## src/rtl/spi_regbank_pkg.sv

```systemverilog
package spi_regbank_pkg;

    // Link controller states.
    typedef enum logic [2:0] {
        LS_IDLE,
        LS_CTRL,
        LS_WRITE,
        LS_READ,
        LS_IGNORE
    } link_state_t;

endpackage

```

## src/rtl/spi_pin_sync.sv

```systemverilog
// Multi-stage synchronizer for a vector of asynchronous pins.
module spi_pin_sync #(
    parameter int N = 1,
    parameter int STAGES = 2,
    parameter logic [N-1:0] RST_VAL = '0
) (
    input  logic         clk,
    input  logic         rst_n,
    input  logic [N-1:0] pin,
    output logic [N-1:0] pin_q
);

    logic [N-1:0] stage_q [STAGES];

    always_ff @(posedge clk or negedge rst_n) begin
        if (!rst_n) begin
            for (int s = 0; s < STAGES; s++) begin
                stage_q[s] <= RST_VAL;
            end
        end else begin
            stage_q[0] <= pin;
            for (int s = 1; s < STAGES; s++) begin
                stage_q[s] <= stage_q[s-1];
            end
        end
    end

    assign pin_q = stage_q[STAGES-1];

endmodule

```

## src/rtl/spi_link_fsm.sv

```systemverilog
// Command decoding, bit counting and serial shifting for the register link.
module spi_link_fsm
    import spi_regbank_pkg::*;
#(
    parameter int ADDR_W = 5,
    parameter int DEV_W  = 2,
    parameter int WORD_W = 24
) (
    input  logic              clk,
    input  logic              rst_n,
    input  logic              sck_q,
    input  logic              sel_q,
    input  logic              din_q,
    input  logic [DEV_W-1:0]  dev_sel,
    input  logic [WORD_W-1:0] rd_word,
    output logic [ADDR_W-1:0] reg_addr,
    output logic              wr_en,
    output logic [WORD_W-1:0] wr_data,
    output logic              dout,
    output logic              dout_en
);

    localparam int CMD_W   = DEV_W + ADDR_W + 1;
    localparam int MAX_LEN = (WORD_W > CMD_W) ? WORD_W : CMD_W;
    localparam int CNT_W   = $clog2(MAX_LEN);
    localparam logic [CNT_W-1:0] CMD_LAST  = CNT_W'(CMD_W - 1);
    localparam logic [CNT_W-1:0] WORD_LAST = CNT_W'(WORD_W - 1);

    link_state_t       state_q, state_d;
    logic              sck_prev, sel_prev;
    logic [CNT_W-1:0]  bit_cnt;
    logic [WORD_W-2:0] shift_in;
    logic [WORD_W-1:0] rd_shift;
    logic [ADDR_W-1:0] addr_q;
    logic              dout_q;

    logic             sck_rise, sck_fall, sel_fall;
    logic [CMD_W-1:0] cmd_byte;
    logic             dev_ok;

    assign sck_rise = sck_q & ~sck_prev;
    assign sck_fall = ~sck_q & sck_prev;
    assign sel_fall = ~sel_q & sel_prev;
    assign cmd_byte = {shift_in[CMD_W-2:0], din_q};
    assign dev_ok   = (cmd_byte[CMD_W-1 -: DEV_W] == dev_sel);

    // Next-state logic.
    always_comb begin
        state_d = state_q;
        unique case (state_q)
            LS_IDLE: begin
                if (sel_fall) state_d = LS_CTRL;
            end
            LS_CTRL: begin
                if (sel_q) begin
                    state_d = LS_IDLE;
                end else if (sck_rise && bit_cnt == CMD_LAST) begin
                    if (!dev_ok)          state_d = LS_IGNORE;
                    else if (cmd_byte[0]) state_d = LS_READ;
                    else                  state_d = LS_WRITE;
                end
            end
            LS_WRITE, LS_READ, LS_IGNORE: begin
                if (sel_q) state_d = LS_IDLE;
            end
            default: state_d = LS_IDLE;
        endcase
    end

    // State register.
    always_ff @(posedge clk or negedge rst_n) begin
        if (!rst_n) state_q <= LS_IDLE;
        else        state_q <= state_d;
    end

    // Counters, shifters and address.
    always_ff @(posedge clk or negedge rst_n) begin
        if (!rst_n) begin
            sck_prev <= 1'b0;
            sel_prev <= 1'b1;
            bit_cnt  <= '0;
            shift_in <= '0;
            rd_shift <= '0;
            addr_q   <= '0;
            dout_q   <= 1'b0;
        end else begin
            sck_prev <= sck_q;
            sel_prev <= sel_q;
            if (state_q == LS_IDLE || sel_q) begin
                bit_cnt <= '0;
            end else begin
                unique case (state_q)
                    LS_CTRL: begin
                        if (sck_rise) begin
                            shift_in <= {shift_in[WORD_W-3:0], din_q};
                            if (bit_cnt == CMD_LAST) begin
                                bit_cnt <= '0;
                                addr_q  <= cmd_byte[ADDR_W:1];
                            end else begin
                                bit_cnt <= bit_cnt + 1'b1;
                            end
                        end
                    end
                    LS_WRITE: begin
                        if (sck_rise) begin
                            shift_in <= {shift_in[WORD_W-3:0], din_q};
                            if (bit_cnt == WORD_LAST) begin
                                bit_cnt <= '0;
                                addr_q  <= addr_q + 1'b1;
                            end else begin
                                bit_cnt <= bit_cnt + 1'b1;
                            end
                        end
                    end
                    LS_READ: begin
                        if (sck_fall) begin
                            if (bit_cnt == '0) begin
                                dout_q   <= rd_word[WORD_W-1];
                                rd_shift <= {rd_word[WORD_W-2:0], 1'b0};
                            end else begin
                                dout_q   <= rd_shift[WORD_W-1];
                                rd_shift <= {rd_shift[WORD_W-2:0], 1'b0};
                            end
                            if (bit_cnt == WORD_LAST) begin
                                bit_cnt <= '0;
                                addr_q  <= addr_q + 1'b1;
                            end else begin
                                bit_cnt <= bit_cnt + 1'b1;
                            end
                        end
                    end
                    default: ;
                endcase
            end
        end
    end

    // Outputs.
    always_comb begin
        wr_en    = (state_q == LS_WRITE) && !sel_q && sck_rise && (bit_cnt == WORD_LAST);
        wr_data  = {shift_in, din_q};
        reg_addr = addr_q;
        dout_en  = (state_q == LS_READ);
        dout     = dout_en ? dout_q : 1'b0;
    end


    oe_desel_chk: assert property (@(posedge clk) disable iff (!rst_n)
        sel_q |=> !dout_en);


    oe_start_chk: assert property (@(posedge clk) disable iff (!rst_n)
        $rose(dout_en) |-> $past(state_q) == LS_CTRL);


    dout_hold_chk: assert property (@(posedge clk) disable iff (!rst_n)
        (state_q == LS_READ && !sck_fall) |=> $stable(dout_q));


    addr_step_chk: assert property (@(posedge clk) disable iff (!rst_n)
        wr_en |=> addr_q == ADDR_W'($past(addr_q) + 1'b1));

endmodule

```

## src/rtl/spi_reg_bank.sv

```systemverilog
// Read-only sample words, writable configuration words and read multiplexer.
module spi_reg_bank #(
    parameter int DATA_REGS = 6,
    parameter int CFG_REGS  = 6,
    parameter int WORD_W    = 24,
    parameter int ADDR_W    = 5
) (
    input  logic                        clk,
    input  logic                        rst_n,
    input  logic [DATA_REGS*WORD_W-1:0] sample_words,
    input  logic                        wr_en,
    input  logic [ADDR_W-1:0]           reg_addr,
    input  logic [WORD_W-1:0]           wr_data,
    output logic [WORD_W-1:0]           rd_word,
    output logic [CFG_REGS*WORD_W-1:0]  cfg_words
);

    localparam int CFG_BASE = DATA_REGS;
    localparam int CFG_END  = DATA_REGS + CFG_REGS;

    for (genvar k = 0; k < CFG_REGS; k++) begin : g_cfg
        localparam logic [ADDR_W-1:0] MY_ADDR = ADDR_W'(CFG_BASE + k);
        logic [WORD_W-1:0] word_q;

        always_ff @(posedge clk or negedge rst_n) begin
            if (!rst_n)                            word_q <= '0;
            else if (wr_en && reg_addr == MY_ADDR) word_q <= wr_data;
        end

        assign cfg_words[k*WORD_W +: WORD_W] = word_q;
    end

    always_comb begin
        rd_word = '0;
        for (int i = 0; i < DATA_REGS; i++) begin
            if (reg_addr == ADDR_W'(i)) rd_word = sample_words[i*WORD_W +: WORD_W];
        end
        for (int k = 0; k < CFG_REGS; k++) begin
            if (reg_addr == ADDR_W'(CFG_BASE + k)) rd_word = cfg_words[k*WORD_W +: WORD_W];
        end
    end


    ro_write_chk: assert property (@(posedge clk) disable iff (!rst_n)
        (wr_en && (int'(reg_addr) < CFG_BASE || int'(reg_addr) >= CFG_END))
        |=> $stable(cfg_words));

endmodule

```

## src/rtl/spi_regbank.sv

```systemverilog
// Top level: pin synchronizers, link controller and register bank.
module spi_regbank #(
    parameter int DATA_REGS   = 6,
    parameter int CFG_REGS    = 6,
    parameter int WORD_W      = 24,
    parameter int ADDR_W      = 5,
    parameter int DEV_W       = 2,
    parameter int SYNC_STAGES = 2
) (
    input  logic                        clk,
    input  logic                        rst_n,
    input  logic                        spi_clk,
    input  logic                        spi_sel_n,
    input  logic                        spi_din,
    input  logic [DEV_W-1:0]            dev_sel,
    input  logic [DATA_REGS*WORD_W-1:0] sample_words,
    output logic                        spi_dout,
    output logic                        spi_dout_en,
    output logic [CFG_REGS*WORD_W-1:0]  cfg_words
);

    logic [2:0]        pins_q;
    logic [ADDR_W-1:0] reg_addr;
    logic              wr_en;
    logic [WORD_W-1:0] wr_data;
    logic [WORD_W-1:0] rd_word;

    // Bit order: {din, sel_n, sck}; select idles high.
    spi_pin_sync #(
        .N       (3),
        .STAGES  (SYNC_STAGES),
        .RST_VAL (3'b010)
    ) u_sync (
        .clk   (clk),
        .rst_n (rst_n),
        .pin   ({spi_din, spi_sel_n, spi_clk}),
        .pin_q (pins_q)
    );

    spi_link_fsm #(
        .ADDR_W (ADDR_W),
        .DEV_W  (DEV_W),
        .WORD_W (WORD_W)
    ) u_link (
        .clk      (clk),
        .rst_n    (rst_n),
        .sck_q    (pins_q[0]),
        .sel_q    (pins_q[1]),
        .din_q    (pins_q[2]),
        .dev_sel  (dev_sel),
        .rd_word  (rd_word),
        .reg_addr (reg_addr),
        .wr_en    (wr_en),
        .wr_data  (wr_data),
        .dout     (spi_dout),
        .dout_en  (spi_dout_en)
    );

    spi_reg_bank #(
        .DATA_REGS (DATA_REGS),
        .CFG_REGS  (CFG_REGS),
        .WORD_W    (WORD_W),
        .ADDR_W    (ADDR_W)
    ) u_bank (
        .clk          (clk),
        .rst_n        (rst_n),
        .sample_words (sample_words),
        .wr_en        (wr_en),
        .reg_addr     (reg_addr),
        .wr_data      (wr_data),
        .rd_word      (rd_word),
        .cfg_words    (cfg_words)
    );

endmodule

```

## config.mk

```make
export PLATFORM = sky130hd
export DESIGN_NAME = spi_regbank
export DESIGN_NICKNAME = d
export VERILOG_FILES = /design/src/rtl/spi_regbank_pkg.sv /design/src/rtl/spi_pin_sync.sv /design/src/rtl/spi_link_fsm.sv /design/src/rtl/spi_reg_bank.sv /design/src/rtl/spi_regbank.sv
export SDC_FILE = /design/constraint.sdc
export NUM_CORES = 1
export LEC_CHECK = 0
export BUFFER_PORTS_ARGS = -buffer_cell sky130_fd_sc_hd__buf_2
export CORE_UTILIZATION = 54
export CTS_CLUSTER_SIZE = 24
export DETAILED_ROUTE_END_ITERATION = 8
export PLACE_DENSITY_LB_ADDON = 0.05
export SETUP_SLACK_MARGIN = 0.15
export SYNTH_ARGS = -nofsm -noshare
export SYNTH_HDL_FRONTEND = slang
export SYNTH_SLANG_ARGS = --single-unit
```

## constraint.sdc

```tcl
create_clock -name clk -period 2.6 [get_ports clk]
set_input_delay 0.52 -clock clk [delete_from_list [all_inputs] [get_ports clk]]
set_output_delay 0.52 -clock clk [all_outputs]
set_load 0.005 [all_outputs]
```

Word-level counts from Yosys, hierarchy flattened. Cells that the tools add are included.

Add/subtract/negate cells: 2. Equality and inequality tests: 28. Multiplexer cells: 35. Bitwise gates (word level): 7. Reductions and logical operators: 24.

Operators with widths (count): two-way mux 24 bit (13); two-way mux 5 bit (11); one-hot mux 5 bit (3 select lines) (2); equality test 5 x 3 -> 1 bit, second input constant (5); equality test 5 x 4 -> 1 bit, second input constant (4); two-way mux 3 bit (5); adder 5 x 1 -> 5 bit, second input constant (2); equality test 5 x 2 -> 1 bit, second input constant (2); logical AND 1 bit (10); logical NOT 5 bit (2); != test 2 x 1 -> 1 bit, second input constant (5); != test 3 x 1 -> 1 bit, second input constant (3); one-hot mux 3 bit (3 select lines) (1); AND reduction 3 bit (3); equality test 3 x 2 -> 1 bit, second input constant (2); AND reduction 6 bit (1); equality test 5 x 1 -> 1 bit, second input constant (1); equality test 5 bit, second input constant (1); inverter 1 bit (4); AND reduction 4 bit (1); nonzero test 4 bit (1); AND 1 bit (3); equality test 3 x 1 -> 1 bit, second input constant (1); equality test 3 bit, second input constant (1); other kinds (10) (12).

Register bits after elaboration: 213. Input bits: 151. Output and inout bits: 146. Logic and storage cells: 112.

Logic depth before layout (Yosys ltp). Gate-level depths: netlist of the first run.

Depth in word-level cells: 14. Mapped depth: 10. Gate-level depth less buffers: 7.

Modules after synthesis. From an unflattened synthesis of the first run, not the netlist that was laid out.

Cells, all modules: 1031. Area total of the unflattened synthesis: 11546.1 um^2.

Modules (own cells, without submodules): spi_reg_bank (instances 1, cells an instance 754, area each 8324.2 um^2, sequential area each 3603.5 um^2); spi_link_fsm (instances 1, cells an instance 268, area each 3046.7 um^2, sequential area each 1552.7 um^2); spi_pin_sync (instances 1, cells an instance 9, area each 175.2 um^2, sequential area each 152.6 um^2).

Least setup slack after synthesis of the first run. Ideal clock, no wire load.

Path kind: reg2reg. From: register u_link.addr_q[0], in the netlist u_link.reg_addr[0]. To: register u_link.rd_shift[10]. Setup time: 0.119 ns. Arrival: 2.036 ns. Data required time: 2.481 ns. Slack: 0.445 ns. Stages on the path, launching flop included: 11. Path buffers: 4. Clock period less this slack: 2.155 ns. Cell sequence: dfrtp_1 > inv_1 > ha_1 > buf_2 > or2_2 > clkbuf_1 > clkbuf_1 > clkbuf_1 > a221oi_1 > nor2_1 > o21a_1.

Cells in the longest elaborated chain, start to end: 14.

Ends and longest elaborated chain: from (decl) (line spi_link_fsm.sv:34) `logic [ADDR_W-1:0] addr_q;`; from (signal assigned) (line spi_link_fsm.sv:98) `addr_q <= cmd_byte[ADDR_W:1];`; from (signal assigned) (line spi_link_fsm.sv:109) `addr_q <= addr_q + 1'b1;`; from (signal assigned) (line spi_link_fsm.sv:126) `addr_q <= addr_q + 1'b1;`; logical NOT 5 bit (line spi_reg_bank.sv:36) `if (reg_addr == ADDR_W'(i)) rd_word = sample_words[i*WORD_W +: WORD_W];`; two-way mux 24 bit (6 in series) (line spi_reg_bank.sv:36); two-way mux 24 bit (5 in series) (line spi_reg_bank.sv:39) `if (reg_addr == ADDR_W'(CFG_BASE + k)) rd_word = cfg_words[k*WORD_W +: WORD_W];`; two-way mux 24 bit (*) (line spi_reg_bank.sv:39); two-way mux 24 bit (*) (line spi_link_fsm.sv:117) `if (bit_cnt == '0) begin`; to (signal assigned) (line spi_link_fsm.sv:119) `rd_shift <= {rd_word[WORD_W-2:0], 1'b0};`; to (signal assigned) (line spi_link_fsm.sv:122) `rd_shift <= {rd_shift[WORD_W-2:0], 1'b0};`; to (decl) (line spi_link_fsm.sv:33) `logic [WORD_W-1:0] rd_shift;`.

Every way passes the cells marked *; elsewhere a longest branch is shown, timed or not. A chain may end at the register's enable or synchronous reset.

Worst setup path in the final report of the first run.
From: register u_link.addr_q[0], in the netlist u_link.reg_addr[0]. To: register u_link.rd_shift[22].

Same word-level chain as after synthesis.

==> summary.md, run 1 <==
| Metric | Value |
|---|---|
| Final Hold Fails | 0 |
| Root buf cell | clkbuf_16 |
| Cell Int Power | 6.18 mW |
| Setup WS post-layout | 0.213 ns |
| Syn avg cell area | 10.8 µm² |
| H-tree levels | 1 |
| Clock Skews | 0.0141 ns |
| Hpwl dp | 32,200 µm |
| Req. time, crit path | 2.99 ns |
| CP arrival | 2.78 ns |
| Worst path cell trace | inv_1 -> ha_2 -> or3_1 -> a211oi_2 -> buf_4 -> nand3_1 -> nor3_1 -> a311oi_1 |
| Placed inst area | 13,600 µm² |
| Routability Congestion | 0.978 |
| Setup CP Type | reg -> reg |
| First-pass DRT Iterations | 7 |
| Remaining antenna violation count after routing | 0 |
| CTS sink count | 212 |
| Cell area after synthesis | 11,500 µm² |
| Status | finished clean |
| Synth area leader | dfrtp_1 |
| Synthesis Warnings | 0 |
| Switch share | 29.3% |
| Final hold slack | 0.103 ns |
| Pleak | 7.20 nW |
| VDD IR max | 0.607 mV |
| Net Sw Power | 2.56 mW |
| Power per standard cell area | 603 nW/µm² |
| Top FF cell, synth | dfrtp_1 |
| Seq cells post-synth | 212 |
| TritonCTS buffer count | 23 |
| Post-Place Worst Slack | 0.230 ns |
| Chip width | 148 µm |
| Tot Pwr | 8.74 mW |
| Area delta synth->final | 25.5% |
| Setup slack, reg-to-reg | 0.21 ns |
| CP peak stage delay | 0.44 ns |
| Design area | 14,500 µm² |
| Largest net degree at the start of global routing | 60 |
| Syn nets | 1,221 |
| Total Nets Final | 1,523 |
| CTS tree | yes |
| Layout cells sized above 1 | 44.8% |
| Critical path endpoint category | register |
| CORE AREA | 21,000 µm² |
| Clock slew at reported path FFs | 0.07 ns |
| Post-synth ARST share | 100% |
| Slew Viols, Final | 0 |
| Fmax achieved | 0.419 GHz |
| DRC | 0 |
| Combinational Power Share | 15.8% |
| Setup TNS | 0 ns |
| Die height | 148 µm |
| I/O Pins | 297 |
| Worst-path fanout max | 13 |
| Tightest Pin Transition | 0.756 ns |
| Vias in the first global route | 10.8k |
| Total gr overflow | 0 |
| Via count | 11.1k |
| R2R depth | 8 |
| Synth top cells by count | 209 x dfrtp_1, 162 x mux2_2, 84 x a21oi_1 |
| Top-area cell type share of the netlist area | 45.3% |
| Die area | 22,000 µm² |
| Post-synth EDFFs | 0 |
| Sequential area share after synthesis | 46.0% |
| GR Util All Layers | 40.3% |
| # setup viols final | 0 |
| Drt via density | 6.70 |
| Clock network power share | 40.2% |
| Iter 0 DRT Violations | 1,093 |
| Slew headroom | 49.5% |
| Worst hold path class | in -> reg |
| Worst-Skew Late Latency | 0.52 ns |
| Synth cell types | 83 |
| Critical Path Source Type | register |
| Count of input and output buffers | 296 |
| Flop pwr share | 44.0% |
| Cell with the largest stage delay on the worst path | or3_1 |
| Fin crit share | 91.8% |
| Count leader, synth | dfrtp_1 |
| Cell count after synthesis | 1,064 |
| First-pass GRT wire length | 66,400 µm |
| Initial Utilization | 55.1% |
| Postcts setup bufs | 0 |
| Clock buffer depth | 3 |
| Initial antenna violation count | 1 |
| Drt total wl | 44,300 µm |
| Hold depth | 1 |
| Rows | 53 |
| RSZ-0062 raised after global routing | no |
| Fin crit period | 2.39 ns |
| MaxCap Viol Count | 0 |
| Synth top area cells | dfrtp_1 45%, mux2_2 16%, a21oi_1 3.6%, o221ai_1 2.7%, nand2_1 2.0% |
| Routed WL per cell | 26.7 µm |
## cells by family (layout without fill, tap and decap cells)
family / count (synthesis) / after routing / synth area share, %
other: 0 / 1 / 0
AOI/OAI and AO/OA: 324 / 324 / 20.1
xor gates and xnor gates: 4 / 4 / 0.304
DFF: 212 / 212 / 46.0
and+or+nand+nor: 236 / 236 / 11.7
muxes: 171 / 171 / 16.8
adders and majority gates: 6 / 6 / 0.651
buffers and inverters: 111 / 430 / 4.40
## registers in the layout, indices dropped and copies added (netlist names)
register / cells
u_bank.g_cfg.word_q: 144
u_link.bit_cnt: 5
u_link.dout_q: 1
u_link.rd_shift: 23
u_link.reg_addr: 5
u_link.sck_prev: 1
u_link.sel_prev: 1
u_link.shift_in: 23
u_link.state_q: 3
u_sync.pin_q: 3
u_sync.stage_q: 3
## through the flow
| stage | cells | utilization, % |
|---|---|---|
| after detailed placement | 1615 | 65.0 |
| after global placement | 1615 | 65.0 |
| after CTS | 1658 | 68.9 |
| after global routing | 1659 | 69.1 |
| final | 1659 | 69.1 |
| after floorplan | 1064 | - |
## layout make-up
type,count,area (µm²)
well taps,275,344
inverters,14,56.3
fillers,1698,6480
repair buffers,374,2180
clock inverters,13,181
clock buffers,29,628
diodes,1,2.50
multi-input cells,741,5770
flip-flops and latches,212,5310
## power by group through the flow
stage / combinational [mW] / sequential [mW] / clock, mW
5_1_grt: 1.48 / 3.85 / 3.66
6_report: 1.38 / 3.84 / 3.51
2_1_floorplan: 0.844 / 3.69 / 0
3_5_place_dp: 1.35 / 3.88 / 0
3_3_place_gp: 1.33 / 3.88 / 0
4_1_cts: 1.36 / 3.82 / 3.52
## critical path: cells and delay by family, from the launching register on
family	cells	cell delay [ns]
DFF	1	0.40
buffers and inverters	2	0.42
adders and majority gates	1	0.29
and+or+nand+nor	3	0.83
AOI/OAI and AO/OA	2	0.31
## path summary, 6_finish.rpt
kind                                    startpoint                         to
min in group asynchronous                    rst_n          u_link.bit_cnt[0]
worst min-delay path                     spi_sel_n          u_sync.stage_q[4]
worst max register to register  u_link.reg_addr[0]        u_link.rd_shift[22]
worst min register to register   u_sync.stage_q[3]            u_sync.pin_q[0]
worst max-delay path            u_link.reg_addr[0]        u_link.rd_shift[22]
max in group asynchronous                    rst_n  u_bank.g_cfg[2].word_q[4]
## cells in the final DEF (no fill, tap or decap), drive strengths merged, types with 18 or more instances in the layout
master / count
o21ai: 30
nor2: 56
nand2b: 24
a221oi: 25
a21oi: 84
o221ai: 35
clkbuf: 30
mux2: 169
dfrtp: 209
nor3: 18
buf: 372
nand2: 62
o22ai: 26
## layer usage
layer / wire length (µm) / vias to the layer above / GRT usage [%]
met4: 2160 / 0 / 19.0
li1: - / 4683 / -
met2: 19600 / 809 / 61.3
met1: 17700 / 5473 / 54.4
met5: 0 / - / 0
met3: 4800 / 150 / 9.72
## repair_timing
item,in CTS,in global routing
endpoints found under the hold margin,2,0
setup endpoints to repair,0,12
hold buffers,1,0
gates resized for setup,0,9
(Power assumes the default switching activity.)
==> run 2: changes to the inputs <==
--- a/config.mk
+++ b/config.mk
@@ -6,9 +6,12 @@
 export NUM_CORES = 1
 export LEC_CHECK = 0
 export BUFFER_PORTS_ARGS = -buffer_cell sky130_fd_sc_hd__buf_2
-export CORE_UTILIZATION = 54
+export CELL_PAD_IN_SITES_DETAIL_PLACEMENT = 0
+export CELL_PAD_IN_SITES_GLOBAL_PLACEMENT = 1
+export CORE_UTILIZATION = 41
 export CTS_CLUSTER_SIZE = 24
 export DETAILED_ROUTE_END_ITERATION = 8
+export HOLD_SLACK_MARGIN = 0.03
 export PLACE_DENSITY_LB_ADDON = 0.05
 export SETUP_SLACK_MARGIN = 0.15
 export SYNTH_ARGS = -nofsm -noshare
==> summary.md, run 2 (synthesis gave the netlist of run 1 again) <==
| Metric | Value |
|---|---|
| MaxCap Viol Count | 0 (unchanged) |
| Tightest Pin Transition | 0.605 ns (was 0.756 ns) |
| Slew Viols, Final | 0 (unchanged) |
| Fmax achieved | 0.415 GHz (was 0.419 GHz) |
| H-tree levels | 1 (unchanged) |
| Clock slew at reported path FFs | 0.06 ns (was 0.07 ns) |
| Dpl cells | 1,731 (was 1,615) |
| Total Nets Final | 1,541 (was 1,523) |
| Worst-path fanout max | 12 (was 13) |
| Setup slack, reg-to-reg | 0.19 ns (was 0.21 ns) |
| Power per standard cell area | 608 nW/µm² (was 603 nW/µm²) |
| Critical Path Source Type | register (unchanged) |
| Cell with the largest stage delay on the worst path | dfrtp_1 (was or3_1) |
| Final hold slack | 0.0890 ns (was 0.103 ns) |
| Setup WS post-layout | 0.192 ns (was 0.213 ns) |
| WP buf/inv | 2 (unchanged) |
| Initial antenna violation count | 0 (was 1) |
| Iter 0 DRT Violations | 980 (was 1,093) |
| Root buf cell | clkbuf_16 (unchanged) |
| Delay-heaviest family, CP | compound AO/OA/AOI/OAI gates (was simple AND/OR/NAND/NOR gates) |
| Drt total wl | 47,400 µm (was 44,300 µm) |
| Clock Skews | 0.0166 ns (was 0.0141 ns) |
| Fin crit share | 92.6% (was 91.8%) |
| Routability Congestion | 0.920 (was 0.978) |
| Largest register FFs | 144 (unchanged) |
| Worst-Skew Late Latency | 0.53 ns (was 0.52 ns) |
| GR Util All Layers | 32.6% (was 40.3%) |
| First-pass GRT wire length | 68,900 µm (was 66,400 µm) |
| Biggest register | u_bank.g_cfg.word_q (unchanged) |
| Worst path cell trace | ha_1 -> buf_4 -> nand2b_1 -> buf_4 -> o221ai_1 -> a21oi_1 -> nor3_1 -> a311oi_1 (was inv_1 -> ha_2 -> or3_1 -> a211oi_2 -> buf_4 -> nand3_1 -> nor3_1 -> a311oi_1) |
| Worst hold path class | in -> reg (unchanged) |
| Largest net degree at the start of global routing | 52 (was 60) |
| Setup CP Type | reg -> reg (unchanged) |
| CP arrival | 2.83 ns (was 2.78 ns) |
| Pleak | 7.36 nW (was 7.20 nW) |
| CTS tree | yes (unchanged) |
| Die area | 28,800 µm² (was 22,000 µm²) |
| Clock buffer depth | 3 (unchanged) |
| Die height | 170 µm (was 148 µm) |
| Met2 Usage GRT | 51.6% (was 61.3%) |
| TritonCTS buffer count | 25 (was 23) |
| Area delta synth->final | 28.9% (was 25.5%) |
| Slew headroom | 59.2% (was 49.5%) |
| Routed WL per cell | 26.6 µm (was 26.7 µm) |
| Final Non-Filler Cells | 1,779 (was 1,659) |
| Req. time, crit path | 3.02 ns (was 2.99 ns) |
| DRC | 0 (unchanged) |
| Via count | 10.7k (was 11.1k) |
| Number of diodes | 0 (was 1) |
| Vias in the first global route | 10.4k (was 10.8k) |
| CP peak stage delay | 0.41 ns (was 0.44 ns) |
| Chip width | 170 µm (was 148 µm) |
| Hpwl dp | 34,900 µm (was 32,200 µm) |
| VDD IR max | 0.466 mV (was 0.607 mV) |
| Layout cells sized above 1 | 46.5% (was 44.8%) |
| Total gr overflow | 0 (unchanged) |
| Commonest non-fill, non-tap cell in the layout | buf_2 (unchanged) |
| Most numerous cell on the critical path | buf_4 |
| Top Usage Layer GRT | met2 (unchanged) |
| # setup viols final | 0 (unchanged) |
| RSZ-0062 raised after global routing | no (unchanged) |
| Post-Place Worst Slack | -0.0866 ns (was 0.230 ns) |
| Met3 Usage GRT | 4.92% (was 9.72%) |
| Status | finished clean (unchanged) |
| Count of input and output buffers | 296 (unchanged) |
| Most frequent cells in the layout | 295 x buf_2, 208 x dfrtp_1, 162 x mux2_2, 83 x a21oi_1, 83 x buf_4 (was 295 x buf_2, 209 x dfrtp_1, 162 x mux2_2, 84 x a21oi_1, 68 x buf_4) |
| Drt via density | 6.04 (was 6.70) |
| Initial Utilization | 41.6% (was 55.1%) |
| CTS sink count | 212 (unchanged) |
| I/O Pins | 297 (unchanged) |
| Rows | 61 (was 53) |
| CORE AREA | 27,700 µm² (was 21,000 µm²) |
| Largest registers | u_bank.g_cfg.word_q x144, u_link.rd_shift x23, u_link.shift_in x23 (unchanged) |
| Met1 Use GR | 46.6% (was 54.4%) |
| Fin crit period | 2.41 ns (was 2.39 ns) |
| Critical path endpoint category | register (unchanged) |
| Remaining antenna violation count after routing | 0 (unchanged) |
| Final Hold Fails | 0 (unchanged) |
| First-pass DRT Iterations | 6 (was 7) |
## run 2: power breakdown
group | switching [mW] | internal [mW]
Clock | 1.44 | 2.42
Combinational | 0.774 | 0.575
Sequential | 0.349 | 3.49
Total | 2.56 | 6.49
## run 2: routing by layer
metal / up-vias / part of all wire [%]
met2: 511 / 46
met3: 63 / 7.6
met4: 0 / 2.2
li1: 4726 / -
met5: - / 0
met1: 5445 / 44
## run 2: through the flow
step	power [mW]	instance area, µm²	util [%]	TNS [ns]
floorplan	4.53	11500	-	0
global placement	5.18	13800	49.9	0
detailed placement	5.20	13800	49.9	-0.0866
CTS	9.06	14800	53.5	0
global route	9.37	14900	53.7	0
finish	9.04	14900	53.7	0
## run 2: area by class of cell
| class | count | area, µm² |
|---|---|---|
| Clock buffer | 33 | 716 |
| Inverter | 14 | 56.3 |
| Clock inverter | 11 | 190 |
| Fill cell | 2599 | 12800 |
| Timing Repair Buffer | 390 | 2290 |
| Tap cell | 378 | 473 |
| Multi-Input combinational cell | 741 | 5830 |
| Sequential cell | 212 | 5310 |
## run 2: repair_timing
action	CTS	global route
endpoints found under the hold margin	45	0
setup buffers	3	0
pin swaps	1	1
gates resized for setup	9	13
setup endpoints to repair	11	14
hold buffers	1	0
## run 2: final timing paths
check | startpoint | end | cells past startpoint
worst max-delay path | u_link.reg_addr[0] | u_link.rd_shift[22] | 8
worst min-delay path | spi_sel_n | u_sync.stage_q[4] | 1
worst max register to register | u_link.reg_addr[0] | u_link.rd_shift[22] | 8
worst min register to register | u_sync.stage_q[5] | u_sync.pin_q[2] | 0
max in group asynchronous | rst_n | u_link.sel_prev | 3
min in group asynchronous | rst_n | u_bank.g_cfg[0].word_q[17] | 2
==> run 3: changes to the inputs <==
==> constraint.sdc (replaced) <==
create_clock -name clk -period 2.6 [get_ports clk]
set_input_delay 0 -clock clk [delete_from_list [all_inputs] [get_ports clk]]
set_output_delay 0 -clock clk [all_outputs]
set_load 0.005 [all_outputs]
==> summary.md, run 3 (synthesis gave the netlist of run 1 again) <==
| Metric | Value |
|---|---|
| TritonCTS buffer count | 24 (was 25) |
| Largest register FFs | 144 (unchanged) |
| Count of input and output buffers | 296 (unchanged) |
| Final Hold Fails | 0 (unchanged) |
| Crit Reg-Reg Endpoint | u_link.rd_shift[20] (was u_link.rd_shift[22]) |
| Layout cells sized above 1 | 43.0% (was 46.5%) |
| H-tree levels | 1 (unchanged) |
| CTS sink count | 212 (unchanged) |
| FILL cells | 2,504 (was 2,599) |
| Dpl cells | 1,728 (was 1,731) |
| Root buf cell | clkbuf_16 (unchanged) |
| CP arrival | 2.81 ns (was 2.83 ns) |
| Drt via density | 5.94 (was 6.04) |
| Drt total wl | 48,500 µm (was 47,400 µm) |
| Number of diodes | 0 (unchanged) |
| Fin crit period | 2.39 ns (was 2.41 ns) |
| Critical path origin | u_link.reg_addr[1] (was u_link.reg_addr[0]) |
| Setup CP Type | reg -> reg (unchanged) |
| Clock buffer depth | 3 (unchanged) |
| Routability Congestion | 0.914 (was 0.920) |
| GR Util All Layers | 32.9% (was 32.6%) |
| Setup TNS | 0 ns (unchanged) |
| Pleak | 7.65 nW (was 7.36 nW) |
| Fmax achieved | 0.419 GHz (was 0.415 GHz) |
| Critical path endpoint category | register (unchanged) |
| Via count | 11.1k (was 10.7k) |
| Critical Path Source Type | register (unchanged) |
| Req. time, crit path | 3.03 ns (was 3.02 ns) |
| Area delta synth->final | 35.0% (was 28.9%) |
| R2R depth | 8 (unchanged) |
| Setup slack, reg-to-reg | 0.21 ns (was 0.19 ns) |
| Worst-Skew Late Latency | 0.54 ns (was 0.53 ns) |
| Clock slew at reported path FFs | 0.06 ns (about the same) |
| Die height | 170 µm (unchanged) |
| Vias in the first global route | 10.5k (was 10.4k) |
| Design area | 15,600 µm² (was 14,900 µm²) |
| Fin crit share | 91.8% (was 92.6%) |
| Placed inst area | 13,800 µm² (about the same) |
| Chip width | 170 µm (unchanged) |
| Total gr overflow | 0 (unchanged) |
| Slew headroom | 56.9% (was 59.2%) |
| Post-Place Worst Slack | 0.0961 ns (was -0.0866 ns) |
| CORE AREA | 27,700 µm² (unchanged) |
| Critical path endpoint | u_link.rd_shift[20] (was u_link.rd_shift[22]) |
| Clock Skews | 0.0129 ns (was 0.0166 ns) |
| Final Non-Filler Cells | 1,861 (was 1,779) |
| Rows | 61 (unchanged) |
| Power per standard cell area | 559 nW/µm² (was 608 nW/µm²) |
| CTS tree | yes (unchanged) |
| Remaining antenna violation count after routing | 0 (unchanged) |
| DRC | 0 (unchanged) |
| Largest net degree at the start of global routing | 67 (was 52) |
| First-pass DRT Iterations | 6 (unchanged) |
| MaxCap Viol Count | 0 (unchanged) |
| Commonest non-fill, non-tap cell in the layout | buf_2 (unchanged) |
| Status | finished clean (unchanged) |
| RR Startpoint | u_link.reg_addr[1] (was u_link.reg_addr[0]) |
| Hpwl dp | 34,200 µm (was 34,900 µm) |
| I/O Pins | 297 (unchanged) |
| Routed WL per cell | 26.1 µm (was 26.6 µm) |
| # setup viols final | 0 (unchanged) |
| Tightest Pin Transition | 0.647 ns (was 0.605 ns) |
| Worst-path fanout max | 13 (was 12) |
| First-pass GRT wire length | 69,200 µm (was 68,900 µm) |
| Most frequent cells in the layout | 295 x buf_2, 207 x dfrtp_1, 162 x mux2_2, 90 x dlygate4sd3_1, 84 x a21oi_1 (was 295 x buf_2, 208 x dfrtp_1, 162 x mux2_2, 83 x a21oi_1, 83 x buf_4) |
| Largest registers | u_bank.g_cfg.word_q x144, u_link.rd_shift x23, u_link.shift_in x23 (unchanged) |
| Iter 0 DRT Violations | 842 (was 980) |
| Total Nets Final | 1,625 (was 1,541) |
| Slew Viols, Final | 0 (unchanged) |
| Biggest register | u_bank.g_cfg.word_q (unchanged) |
| VDD IR max | 0.430 mV (was 0.466 mV) |
| Initial antenna violation count | 0 (unchanged) |
| Initial Utilization | 41.6% (unchanged) |
| Setup WS post-layout | 0.214 ns (was 0.192 ns) |
| RSZ-0062 raised after global routing | no (unchanged) |
| Die area | 28,800 µm² (unchanged) |
| Worst hold path class | in -> async (was in -> reg) |
-- run 3: cell count changes in the layout (fill, tap and decap cells not counted), moves of 2 or more --
cell,change
dlygate4sd3_1,+89
nor2b_2,-2
buf_6,-3
clkinvlp_4,-2
clkinv_2,-2
clkbuf_8,+2
clkbuf_1,+3
bufinv_16,-4
-- run 3: timing repair --
| item | in CTS | in global routing |
|---|---|---|
| setup buffers | 0 | 2 |
| resized for setup | 2 | 15 |
| endpoints found under the hold margin | 218 | 1 |
| hold buffers | 89 | 1 |
| setup endpoints to repair | 4 | 27 |
| pin swaps | 2 | 1 |
-- run 3: where the power goes --
part / leakage [nW] / switching (mW) / total, mW / internal, mW
combinational: 4.38 / 0.808 / 1.47 / 0.659
clock: 0.388 / 1.39 / 3.41 / 2.02
sequential: 2.88 / 0.343 / 3.83 / 3.49
total: 7.65 / 2.54 / 8.71 / 6.17
-- run 3: final cells by class --
type	instances	area, µm²	share of cell area, %
repair buffers	475	3130	20.1
well taps	378	473	3.04
clock buffers	37	729	4.68
inverters	14	52.6	0.337
flip-flops and latches	212	5310	34.1
multi-input cells	741	5830	37.4
clock inverters	4	60.1	0.386
-- run 3: worst min-delay path by stage --
stage / to / startpoint / depth (start not counted) / slack, ns
after CTS: u_link.rd_shift[13] / sample_words[108] / 5 / 0.03
after detailed placement: u_bank.g_cfg[1].word_q[17] / rst_n / 1 / 0.04
final: u_bank.g_cfg[1].word_q[17] / rst_n / 2 / 0.02
after floorplan: u_bank.g_cfg[0].word_q[0] / rst_n / 0 / -0.30
after global routing: u_link.rd_shift[12] / sample_words[83] / 4 / 0.05
after global placement: u_bank.g_cfg[1].word_q[17] / rst_n / 1 / 0.04
-- run 3: metrics by stage --
step / util (%) / hold WS [ns] / power (mW)
after floorplan: - / -0.296 / 4.53
after global placement: 49.8 / 0.0397 / 5.19
after detailed placement: 49.8 / 0.0385 / 5.20
after CTS: 55.9 / 0.0332 / 8.73
after global routing: 56.2 / 0.0496 / 9.02
final: 56.2 / 0.0185 / 8.71
-- run 3: layer usage --
metal  track usage (%)  wire length [µm]  vias up  part of all wire (%)
li1                  -                 -     4865                     -
met1              45.5             20900     5573                    43
met2              53.3             22800      542                    47
met3              5.55              3620       73                   7.5
met4              8.30              1120        0                   2.3
met5                 0                 0        -                     0
-- run 3: critical path, stage by stage, from the launching register on --
cell       delay [ns]
dfrtp_2          0.41
inv_1            0.08
ha_2             0.18
buf_4            0.18
or3_1            0.45
a211oi_2         0.31
buf_4            0.29
o2111ai_1        0.14
and3_1           0.21
